`src/rtl/hdlc_tx_pkg.sv`:
```
package hdlc_tx_pkg;

   typedef enum logic [2:0] {
      ST_WAIT,
      ST_OPEN,
      ST_DATA,
      ST_FCS,
      ST_CLOSE,
      ST_ABORT
   } tx_state_e;

   // Flag pattern as a byte; bit 0 leaves first on the line.
   localparam logic [7:0] FLAG_PAT = 8'h7E;

endpackage

```
`src/rtl/hdlc_fcs_gen.sv`:
```
module hdlc_fcs_gen #(
   parameter int          W        = 16,
   parameter logic [15:0] POLY_REV = 16'h8408,
   parameter logic [15:0] PRESET   = 16'hFFFF
) (
   input  logic         clk,
   input  logic         rst_n,
   input  logic         clr,
   input  logic         en,
   input  logic         din,
   output logic [W-1:0] crc_q,
   output logic [W-1:0] crc_nxt
);

   localparam logic [W-1:0] POLY = POLY_REV[W-1:0];
   localparam logic [W-1:0] INIT = PRESET[W-1:0];

   if (W < 8 || W > 16) begin : g_bad_width
      $error("hdlc_fcs_gen: W must lie in 8..16");
   end

   logic fb;
   assign fb = crc_q[0] ^ din;

   // Shift-right register: each stage takes its upper neighbour, tapped by the polynomial.
   for (genvar i = 0; i < W; i++) begin : g_bit
      if (i == W - 1) begin : g_top
         assign crc_nxt[i] = POLY[i] & fb;
      end else begin : g_mid
         assign crc_nxt[i] = crc_q[i+1] ^ (POLY[i] & fb);
      end
   end

   always_ff @(posedge clk or negedge rst_n) begin
      if (!rst_n)   crc_q <= INIT;
      else if (clr) crc_q <= INIT;
      else if (en)  crc_q <= crc_nxt;
   end

endmodule

```
`src/rtl/hdlc_zero_ins.sv`:
```
module hdlc_zero_ins #(
   parameter int RUN = 5
) (
   input  logic clk,
   input  logic rst_n,
   input  logic clr,
   input  logic bit_valid,
   input  logic bit_val,
   input  logic countable,
   output logic stuff_now
);

   localparam int CNT_W = $clog2(RUN + 1);

   if (RUN < 1 || RUN > 5) begin : g_bad_run
      $error("hdlc_zero_ins: RUN must lie in 1..5");
   end

   logic [CNT_W-1:0] ones_q;

   assign stuff_now = (ones_q == CNT_W'(RUN));

   always_ff @(posedge clk or negedge rst_n) begin
      if (!rst_n)                       ones_q <= '0;
      else if (clr)                     ones_q <= '0;
      else if (bit_valid) begin
         if (!countable || !bit_val)    ones_q <= '0;
         else                           ones_q <= ones_q + 1'b1;
      end
   end


   run_bound_chk: assert property (@(posedge clk) disable iff (!rst_n)
      ones_q <= CNT_W'(RUN));


   stuff_clears_chk: assert property (@(posedge clk) disable iff (!rst_n)
      (stuff_now && bit_valid && !clr) |=> (ones_q == '0));

endmodule

```
`src/rtl/hdlc_tx_framer.sv`:
```
module hdlc_tx_framer
   import hdlc_tx_pkg::*;
#(
   parameter int          BYTE_W     = 8,
   parameter int          FCS_W      = 16,
   parameter logic [15:0] FCS_POLY   = 16'h8408,
   parameter logic [15:0] FCS_PRESET = 16'hFFFF,
   parameter int          STUFF_RUN  = 5,
   parameter int          ABORT_ONES = 7
) (
   input  logic              clk,
   input  logic              rst_n,
   input  logic              soft_rst,
   input  logic              tx_en,
   input  logic              fill_ones,
   input  logic              abort_req,
   input  logic [BYTE_W-1:0] in_data,
   input  logic              in_valid,
   input  logic              in_last,
   output logic              in_ready,
   output logic              line_bit
);

   localparam int SPAN_A = (FCS_W > BYTE_W) ? FCS_W : BYTE_W;
   localparam int SPAN_B = (ABORT_ONES + 1 > 8) ? ABORT_ONES + 1 : 8;
   localparam int SPAN   = (SPAN_A > SPAN_B) ? SPAN_A : SPAN_B;
   localparam int IDX_W  = $clog2(SPAN);

   localparam logic [IDX_W-1:0] BYTE_END  = IDX_W'(BYTE_W - 1);
   localparam logic [IDX_W-1:0] FCS_END   = IDX_W'(FCS_W - 1);
   localparam logic [IDX_W-1:0] FLAG_END  = IDX_W'(7);
   localparam logic [IDX_W-1:0] ABORT_END = IDX_W'(ABORT_ONES);

   if (BYTE_W < 2) begin : g_bad_byte
      $error("hdlc_tx_framer: BYTE_W must be at least 2");
   end
   if (ABORT_ONES < STUFF_RUN + 2) begin : g_bad_abort
      $error("hdlc_tx_framer: abort run must exceed the flag's ones");
   end

   tx_state_e         st_q;
   logic [IDX_W-1:0]  idx_q;
   logic [2:0]        fill_q;
   logic [BYTE_W-1:0] sr_q;
   logic              last_q;
   logic [FCS_W-1:0]  fcs_q;
   logic              line_q;

   logic              stuff;
   logic              raw_bit;
   logic              cur_bit;
   logic              adv;
   logic              abortable;
   logic              need_byte;
   logic              countable;
   logic [FCS_W-1:0]  crc_q;
   logic [FCS_W-1:0]  crc_nxt;

   // ---------------- bit selection ----------------
   always_comb begin
      unique case (st_q)
         ST_WAIT:  raw_bit = fill_ones ? 1'b1 : FLAG_PAT[fill_q];
         ST_OPEN,
         ST_CLOSE: raw_bit = FLAG_PAT[idx_q[2:0]];
         ST_DATA:  raw_bit = sr_q[0];
         ST_FCS:   raw_bit = fcs_q[0];
         ST_ABORT: raw_bit = (idx_q != '0);
         default:  raw_bit = 1'b1;
      endcase
   end

   assign cur_bit   = !tx_en ? 1'b1 : (stuff ? 1'b0 : raw_bit);
   assign adv       = tx_en && !stuff;
   assign abortable = (st_q == ST_OPEN) || (st_q == ST_DATA) || (st_q == ST_FCS);
   assign countable = (st_q == ST_DATA) || (st_q == ST_FCS);
   assign need_byte = adv && (idx_q == BYTE_END) &&
                      ((st_q == ST_OPEN && idx_q == FLAG_END) ||
                       (st_q == ST_DATA && !last_q));
   assign in_ready  = need_byte && !abort_req && !soft_rst;
   assign line_bit  = line_q;

   // ---------------- sub-blocks ----------------
   hdlc_zero_ins #(
      .RUN (STUFF_RUN)
   ) u_zins (
      .clk       (clk),
      .rst_n     (rst_n),
      .clr       (soft_rst || !tx_en),
      .bit_valid (tx_en),
      .bit_val   (cur_bit),
      .countable (countable),
      .stuff_now (stuff)
   );

   hdlc_fcs_gen #(
      .W        (FCS_W),
      .POLY_REV (FCS_POLY),
      .PRESET   (FCS_PRESET)
   ) u_fcs (
      .clk     (clk),
      .rst_n   (rst_n),
      .clr     (st_q == ST_WAIT || st_q == ST_OPEN),
      .en      (adv && st_q == ST_DATA),
      .din     (sr_q[0]),
      .crc_q   (crc_q),
      .crc_nxt (crc_nxt)
   );

   // ---------------- sequencer ----------------
   always_ff @(posedge clk or negedge rst_n) begin
      if (!rst_n) begin
         st_q   <= ST_WAIT;
         idx_q  <= '0;
         fill_q <= '0;
         sr_q   <= '0;
         last_q <= 1'b0;
         fcs_q  <= '0;
         line_q <= 1'b1;
      end else if (soft_rst || !tx_en) begin
         st_q   <= ST_WAIT;
         idx_q  <= '0;
         fill_q <= '0;
         last_q <= 1'b0;
         line_q <= 1'b1;
      end else begin
         line_q <= cur_bit;
         if (abort_req && abortable) begin
            st_q  <= ST_ABORT;
            idx_q <= '0;
         end else if (adv) begin
            unique case (st_q)
               ST_WAIT: begin
                  if (fill_ones) begin
                     fill_q <= '0;
                     if (in_valid) begin
                        st_q  <= ST_OPEN;
                        idx_q <= '0;
                     end
                  end else begin
                     fill_q <= fill_q + 3'd1;
                     if (fill_q == 3'd7 && in_valid) begin
                        st_q  <= ST_OPEN;
                        idx_q <= '0;
                     end
                  end
               end
               ST_OPEN: begin
                  idx_q <= idx_q + 1'b1;
                  if (idx_q == FLAG_END) begin
                     idx_q <= '0;
                     if (in_valid) begin
                        st_q   <= ST_DATA;
                        sr_q   <= in_data;
                        last_q <= in_last;
                     end else begin
                        st_q <= ST_ABORT;
                     end
                  end
               end
               ST_DATA: begin
                  sr_q  <= sr_q >> 1;
                  idx_q <= idx_q + 1'b1;
                  if (idx_q == BYTE_END) begin
                     idx_q <= '0;
                     if (last_q) begin
                        st_q  <= ST_FCS;
                        fcs_q <= ~crc_nxt;
                     end else if (in_valid) begin
                        sr_q   <= in_data;
                        last_q <= in_last;
                     end else begin
                        st_q <= ST_ABORT;
                     end
                  end
               end
               ST_FCS: begin
                  fcs_q <= fcs_q >> 1;
                  idx_q <= idx_q + 1'b1;
                  if (idx_q == FCS_END) begin
                     st_q  <= ST_CLOSE;
                     idx_q <= '0;
                  end
               end
               ST_CLOSE: begin
                  idx_q <= idx_q + 1'b1;
                  if (idx_q == FLAG_END) begin
                     st_q   <= ST_WAIT;
                     idx_q  <= '0;
                     fill_q <= '0;
                  end
               end
               ST_ABORT: begin
                  idx_q <= idx_q + 1'b1;
                  if (idx_q == ABORT_END) begin
                     st_q   <= ST_WAIT;
                     idx_q  <= '0;
                     fill_q <= '0;
                  end
               end
               default: st_q <= ST_WAIT;
            endcase
         end
      end
   end

   // ---------------- assertions ----------------

   ones_fill_chk: assert property (@(posedge clk) disable iff (!rst_n)
      (tx_en && !soft_rst && st_q == ST_WAIT && fill_ones) |=> line_bit);


   abort_zero_chk: assert property (@(posedge clk) disable iff (!rst_n)
      (tx_en && !soft_rst && st_q == ST_ABORT && idx_q == '0 && !stuff) |=> !line_bit);


   abort_ones_chk: assert property (@(posedge clk) disable iff (!rst_n)
      (tx_en && !soft_rst && st_q == ST_ABORT && idx_q != '0) |=> line_bit);


   disabled_mark_chk: assert property (@(posedge clk) disable iff (!rst_n)
      (!tx_en || soft_rst) |=> (line_bit && st_q == ST_WAIT));


   ready_window_chk: assert property (@(posedge clk) disable iff (!rst_n)
      in_ready |-> (tx_en && (st_q == ST_OPEN || st_q == ST_DATA)));


   take_byte_chk: assert property (@(posedge clk) disable iff (!rst_n)
      (in_valid && in_ready) |=> (st_q == ST_DATA && idx_q == '0));


   open_unstuffed_chk: assert property (@(posedge clk) disable iff (!rst_n)
      (tx_en && st_q == ST_OPEN) |-> !stuff);

endmodule

```
`config.mk`:
```
export PLATFORM = sky130hd
export DESIGN_NAME = hdlc_tx_framer
export DESIGN_NICKNAME = d
export VERILOG_FILES = /design/src/rtl/hdlc_tx_pkg.sv /design/src/rtl/hdlc_fcs_gen.sv /design/src/rtl/hdlc_zero_ins.sv /design/src/rtl/hdlc_tx_framer.sv
export SDC_FILE = /design/constraint.sdc
export NUM_CORES = 1
export LEC_CHECK = 0
export BUFFER_PORTS_ARGS = -buffer_cell sky130_fd_sc_hd__buf_2
export CELL_PAD_IN_SITES_DETAIL_PLACEMENT = 0
export CELL_PAD_IN_SITES_GLOBAL_PLACEMENT = 2
export CORE_AREA = 2 2 106 77
export DETAILED_ROUTE_END_ITERATION = 10
export DIE_AREA = 0 0 108 79
export GPL_TIMING_DRIVEN = 0
export PLACE_DENSITY = 0.92
export SYNTH_ARGS = -nofsm -noshare
export SYNTH_HDL_FRONTEND = slang
export SYNTH_SLANG_ARGS = --single-unit
```
`constraint.sdc`:
```
create_clock -name clk -period 4.95 [get_ports clk]
set_input_delay 0.495 -clock clk [delete_from_list [all_inputs] [get_ports clk]]
set_output_delay 0.495 -clock clk [all_outputs]
set_load 0.01 [all_outputs]
```
Word level (Yosys, flattened, before mapping). Memories as Yosys holds them, arrays and structs flattened. Index checks and enable logic that the tools add are counted.

Bits in registers: 55. Memory bits (read-only): 16. Input bits: 16. Output and inout bits: 2. Word-level logic and storage cells: 149. Memories kept: 2.

$add $sub $neg: 3. Order comparisons: 2. Eq/ne operators: 25. Multiplexer cells: 58. Bitwise operators: 6. Reduce and logical (&&, ||, !) cells: 44.

Memory list: (name not given) (depth 8, width 1, read ports 1, clocked after Yosys merged registers in 0, wr ports 0, line hdlc_tx_framer.sv:64) `ST_CLOSE: raw_bit = FLAG_PAT[idx_q[2:0]];`; (name not given) (depth 8, width 1, read ports 1, clocked after Yosys merged registers in 0, wr ports 0, line hdlc_tx_framer.sv:62) `ST_WAIT: raw_bit = fill_ones ? 1'b1 : FLAG_PAT[fill_q];`.

Operator list (count): 16-bit 2-to-1 mux (4); 3-bit 2-to-1 mux (20); 8-bit 2-to-1 mux (5); 4-bit 2-to-1 mux (8); 16-bit one-hot mux with 2 select lines (1); 6-bit AND reduction (3); 4-bit by 1-bit inequality test with 1-bit output (second input constant) (4); 16-bit NOT (1); 8-bit one-hot mux with 2 select lines (1); 3-bit one-hot mux with 5 select lines (1); 1-bit 2-to-1 mux (14); 3-bit == test (second input constant) (4); 4-bit one-hot mux with 3 select lines (1); 1-bit logical AND (10); 5-bit by 3-bit inequality test with 1-bit output (second input constant) (2); 2-bit nonzero test (5); 3-bit by 1-bit inequality test with 1-bit output (second input constant) (3); 3-bit nonzero test (3); 3-bit by 4-bit less-than comparator with 1-bit output (second input constant) (2); 4-bit AND reduction (2); 8-bit AND reduction (1); 1-bit zero test (7); 1-bit logical OR (7); 3-bit by 1-bit adder with 3-bit output (second input constant) (2); other kinds (19) (27).

Logic depth before layout (Yosys ltp).
Depth in word-level cells: 11. Depth in mapped cells: 8. Depth with buffers taken out: 7.

Cells and area by module. Synthesis repeated with hierarchy kept, for this count alone.

Cell total of the unflattened synthesis: 342. Area, all modules: 3195.6 um^2.

By module, submodules not included: hdlc_tx_framer (instances 1, cells each 254, area an instance 2153.3 um^2, sequential area each 902.1 um^2); hdlc_fcs_gen (instances 1, cells each 70, area an instance 848.3 um^2, sequential area each 420.4 um^2); hdlc_zero_ins (instances 1, cells each 18, area an instance 193.9 um^2, sequential area each 75.1 um^2).

Least setup slack after synthesis. No wires, ideal clock.

Kind: flip-flop to flip-flop. Start point: register u_zins.ones_q[0]. End point: register fcs_q[1]. Library setup time: 135 ps. Arrival: 1680 ps. Data required time: 4815 ps. Slack: 3135 ps. Cell stages (with the launch flop): 8. Path buffers: 1. Clock period less this slack: 1815 ps. Cell sequence: dfrtp_1 > ha_1 > a21boi_0 > o2111ai_1 > a21o_1 > clkbuf_1 > nand2_1 > o21ai_0.

Longest elaborated chain between the ends: 4.

RTL lines: start, declared (line hdlc_zero_ins.sv:19) `logic [CNT_W-1:0] ones_q;`; start signal, assigned (line hdlc_zero_ins.sv:28) `else ones_q <= ones_q + 1'b1;`; 3-bit == test (line hdlc_zero_ins.sv:21) `assign stuff_now = (ones_q == CNT_W'(RUN));`; 1-bit zero test (line hdlc_tx_framer.sv:73) `assign adv = tx_en && !stuff;`; 1-bit logical AND (line hdlc_tx_framer.sv:73); 6-bit AND reduction (no source line); end signal, assigned (line hdlc_tx_framer.sv:167) `fcs_q <= ~crc_nxt;`; end signal, assigned (line hdlc_tx_framer.sv:177) `fcs_q <= fcs_q >> 1;`; end, declared (line hdlc_tx_framer.sv:46) `logic [FCS_W-1:0] fcs_q;`.

Every way passes these cells. A chain may end at the register's enable or synchronous reset.

Worst setup path in the final report.
Start point: register u_zins.ones_q[0]. End point: register fcs_q[12].

Same word-level chain as after synthesis.

==> reports/summary.json <==
{
  "yosys": {
    "ys_seq_area_frac": 0.4784,
    "cells_after_synthesis": 332,
    "synth_top_cell_area_share": 0.3255,
    "syn-cell-area_um2": 2922,
    "synth.net_count": 356,
    "yosys_most_used_dff": "sky130_fd_sc_hd__dfrtp_1",
    "synth_area_per_cell_um2": 8.800,
    "synth_enable_flop_cells": 0,
    "post_synth_main_area_contributors": "sky130_fd_sc_hd__dfrtp_1, sky130_fd_sc_hd__dfstp_2, sky130_fd_sc_hd__nand2_1",
    "synthesis.yosys.warnings": 0,
    "synth_area_leader_cell": "sky130_fd_sc_hd__dfrtp_1",
    "async_reset_ff_frac": 1.000,
    "netlist-cell-type-count": 52,
    "synth_seq_cells": 55
  },
  "detailed_routing": {
    "detailroute.wirelength.met2_um": 2635,
    "routedWlPerCell_um": 14.88,
    "drtPass1Iterations": 4,
    "top_layer": "met4",
    "dr_wl_met3_um": 446,
    "avgViaCountPerCell": 5.284,
    "drt-met1-wl_um": 3685,
    "drc_violation_count_after_routing": 0,
    "drtAntennaViolNets": 0,
    "detailroute.via_count": 2420,
    "drt_first_iter_violations": 192,
    "drt_wirelength_um": 6816
  },
  "power_and_ir_drop": {
    "proportion_of_power_drawn_by_the_clock_network": 0.327,
    "power.combinational.fraction": 0.111,
    "power.static_leakage_nw": 1.562,
    "cell_internal_pwr_uw": 598.8,
    "power.share.switching": 0.2785,
    "power-per-cell-area_nw_per_um2": 256.7,
    "netSwitchingPower_uw": 231.1,
    "power.share.sequential": 0.562,
    "vdd_ir_drop_max_mv": 0.09907
  },
  "floorplanning": {
    "die_h_um": 79,
    "boundaryPins": 18,
    "die_width_um": 108,
    "floorplan.rows": 27,
    "fp.dieArea_um2": 8532,
    "initial_core_util": 0.3844,
    "coreArea_um2": 7601
  },
  "finish": {
    "mostFrequentLayoutCells": "sky130_fd_sc_hd__nand2_1, sky130_fd_sc_hd__o21ai_0, sky130_fd_sc_hd__dfrtp_1, sky130_fd_sc_hd__buf_2, sky130_fd_sc_hd__nand3_1",
    "syn2layout_area_growth_pct": 10.66,
    "finalCoreUtilization": 0.4254,
    "fin_nets": 380,
    "layout_cell_share_with_drive_strength_beyond_1": 0.1541,
    "antenna-diode-count": 0,
    "final_cell_area_um2": 3233,
    "layout.cells.most_common": "sky130_fd_sc_hd__nand2_1"
  },
  "sta": {
    "hold_slack_ns": 0.2043,
    "period_minus_slack_ns": 2.345,
    "rsz0062_at_grt": "false",
    "hold_viol": 0,
    "setup-violations-final": 0,
    "timing.slew.headroom": 0.4838,
    "timing_worst_slew_pin_value_ns": 0.7674,
    "maxClockFrequency_mhz": 426.4,
    "fin_skew_ns": 0.01253,
    "final.setup.tns_ns": 0,
    "slew_violations": 0,
    "finalCritPeriodShare": 0.4737
  },
  "setup_path": {
    "critPathArrivalTime_ns": 2.55,
    "slack_of_the_worst_reg_to_reg_path_ns": 2.61,
    "critPathRequiredTime_ns": 5.15,
    "critPathMaxFanout": 10,
    "crit_type": "register to register",
    "critical_path.startpoint_type": "register",
    "setup.worst_path.end_class": "register"
  },
  "cts": {
    "cts_hold_buffers": 0,
    "max-clock-path-buffers": 2,
    "clock_tree.htree_level_count": 2,
    "clock_latency_ns": 0.32,
    "clock_tree_from_tritoncts": "built",
    "clk_tree_root_cell": "sky130_fd_sc_hd__clkbuf_8",
    "cts_resized": 0,
    "cts_num_sinks": 55,
    "post-cts-setup-buffer-count": 0,
    "worst_setup_hold_path_clk_slew_ns": 0.11,
    "cts_buffers": 5
  },
  "placed_design": {
    "post-dp-hpwl_um": 4812,
    "port_buffers": 17,
    "post_dp_cell_area_um2": 3133,
    "gpl.final_weighted_congestion": 0.8988
  },
  "global_routing": {
    "global_route.overflow_total": 0,
    "grt_pass1_wl_um": 11740,
    "grt_use_total": 0.1756,
    "first_global_vias": 2289,
    "largest_net_degree_at_the_start_of_global_routing": 56,
    "grt_antenna_before_repair": 0
  },
  "hold_path": {
    "hold_class": "input port to asynchronous set/reset pin"
  },
  "job": {
    "cap_violations": 0
  },
  "run_status": {
    "run_status": "finished, final reports clean"
  }
}
==> cell families (layout without fill, tap and decap cells) <==
kind of cell / Yosys count / count (layout) / synth area share
buffers and inverters: 27 / 52 / 0.03897
flip-flops: 55 / 55 / 0.4784
AO/OA/AOI/OAI: 82 / 82 / 0.1645
XOR/XNOR: 6 / 6 / 0.01799
AND/OR/NAND/NOR: 141 / 141 / 0.2206
multiplexers: 13 / 13 / 0.04540
adder cells (fa/ha/maj): 8 / 8 / 0.03426
==> layer usage <==
metal / vias to the layer above / global-route usage
met5: - / 0
met4: 0 / 0.03462
met3: 4 / 0.03777
met2: 61 / 0.2396
met1: 1160 / 0.2818
li1: 1195 / -
==> registers in the layout, summed over array words and instances (netlist names) <==
| name | flops |
|---|---|
| u_fcs.crc_q | 16 |
| fill_q | 3 |
| u_zins.ones_q | 3 |
| sr_q | 8 |
| idx_q | 4 |
| last_q | 1 |
| st_q | 3 |
| line_bit | 1 |
| fcs_q | 16 |
==> power groups by stage <==
stage / registers, mW / clock network, mW / logic [mW]
after floorplan: 0.474 / 0 / 0.0576
after global placement: 0.475 / 0 / 0.0917
after detailed placement: 0.475 / 0 / 0.0923
after CTS: 0.467 / 0.284 / 0.0927
after global routing: 0.468 / 0.299 / 0.105
final: 0.467 / 0.271 / 0.0920
==> layout make-up <==
type / instances / area [µm²]
inverters: 9 / 33.78
multi-input cells: 250 / 1410
clock inverters: 3 / 28.78
fillers: 789 / 4368
well taps: 101 / 126.4
repair buffers: 17 / 87.58
plain buffers: 18 / 80.08
clock buffers: 5 / 68.82
flip-flops and latches: 55 / 1398
==> critical path: stages (launching register included) <==
cell	delay, ns
sky130_fd_sc_hd__dfrtp_1	0.42
sky130_fd_sc_hd__ha_1	0.23
sky130_fd_sc_hd__a21boi_0	0.61
sky130_fd_sc_hd__o2111ai_1	0.30
sky130_fd_sc_hd__a21o_1	0.24
sky130_fd_sc_hd__clkbuf_1	0.22
sky130_fd_sc_hd__nand2_1	0.12
sky130_fd_sc_hd__o21ai_0	0.08
==> metrics by stage <==
step | std cells | setup WS [ns] | total power, mW
floorplan | 332 | 3.135 | 0.5312
global placement | 450 | 2.659 | 0.5663
detailed placement | 450 | 2.686 | 0.5673
CTS | 458 | 2.661 | 0.8434
global route | 458 | 2.479 | 0.8717
finish | 458 | 2.605 | 0.8299
==> cell usage after synthesis (all sizes together), types with 2 or more instances <==
library cell   n
nand4          3
nand3         19
o211ai         3
xor2           2
inv            9
dfstp         17
nor2b          3
nor3           7
nand3b         3
mux2i         11
nand2         81
ha             8
dfrtp         38
o21ai         52
nand2b         5
buf            8
nor2           9
o2111ai        2
o31a           2
a21o           2
nor3b          2
mux2           2
clkbuf        10
a21oi          9
xnor2          4
==> path summary, 6_finish.rpt <==
path,start,end,cells past startpoint
max,u_zins.ones_q[0],fcs_q[12],7
max in group asynchronous,rst_n,fcs_q[0],1
min reg2reg,u_zins.ones_q[0],u_zins.ones_q[0],1
min,rst_n,idx_q[2],1
max reg2reg,u_zins.ones_q[0],fcs_q[12],7
min in group clk,in_data[7],sr_q[7],3
Power figures use the tool's default switching activity.
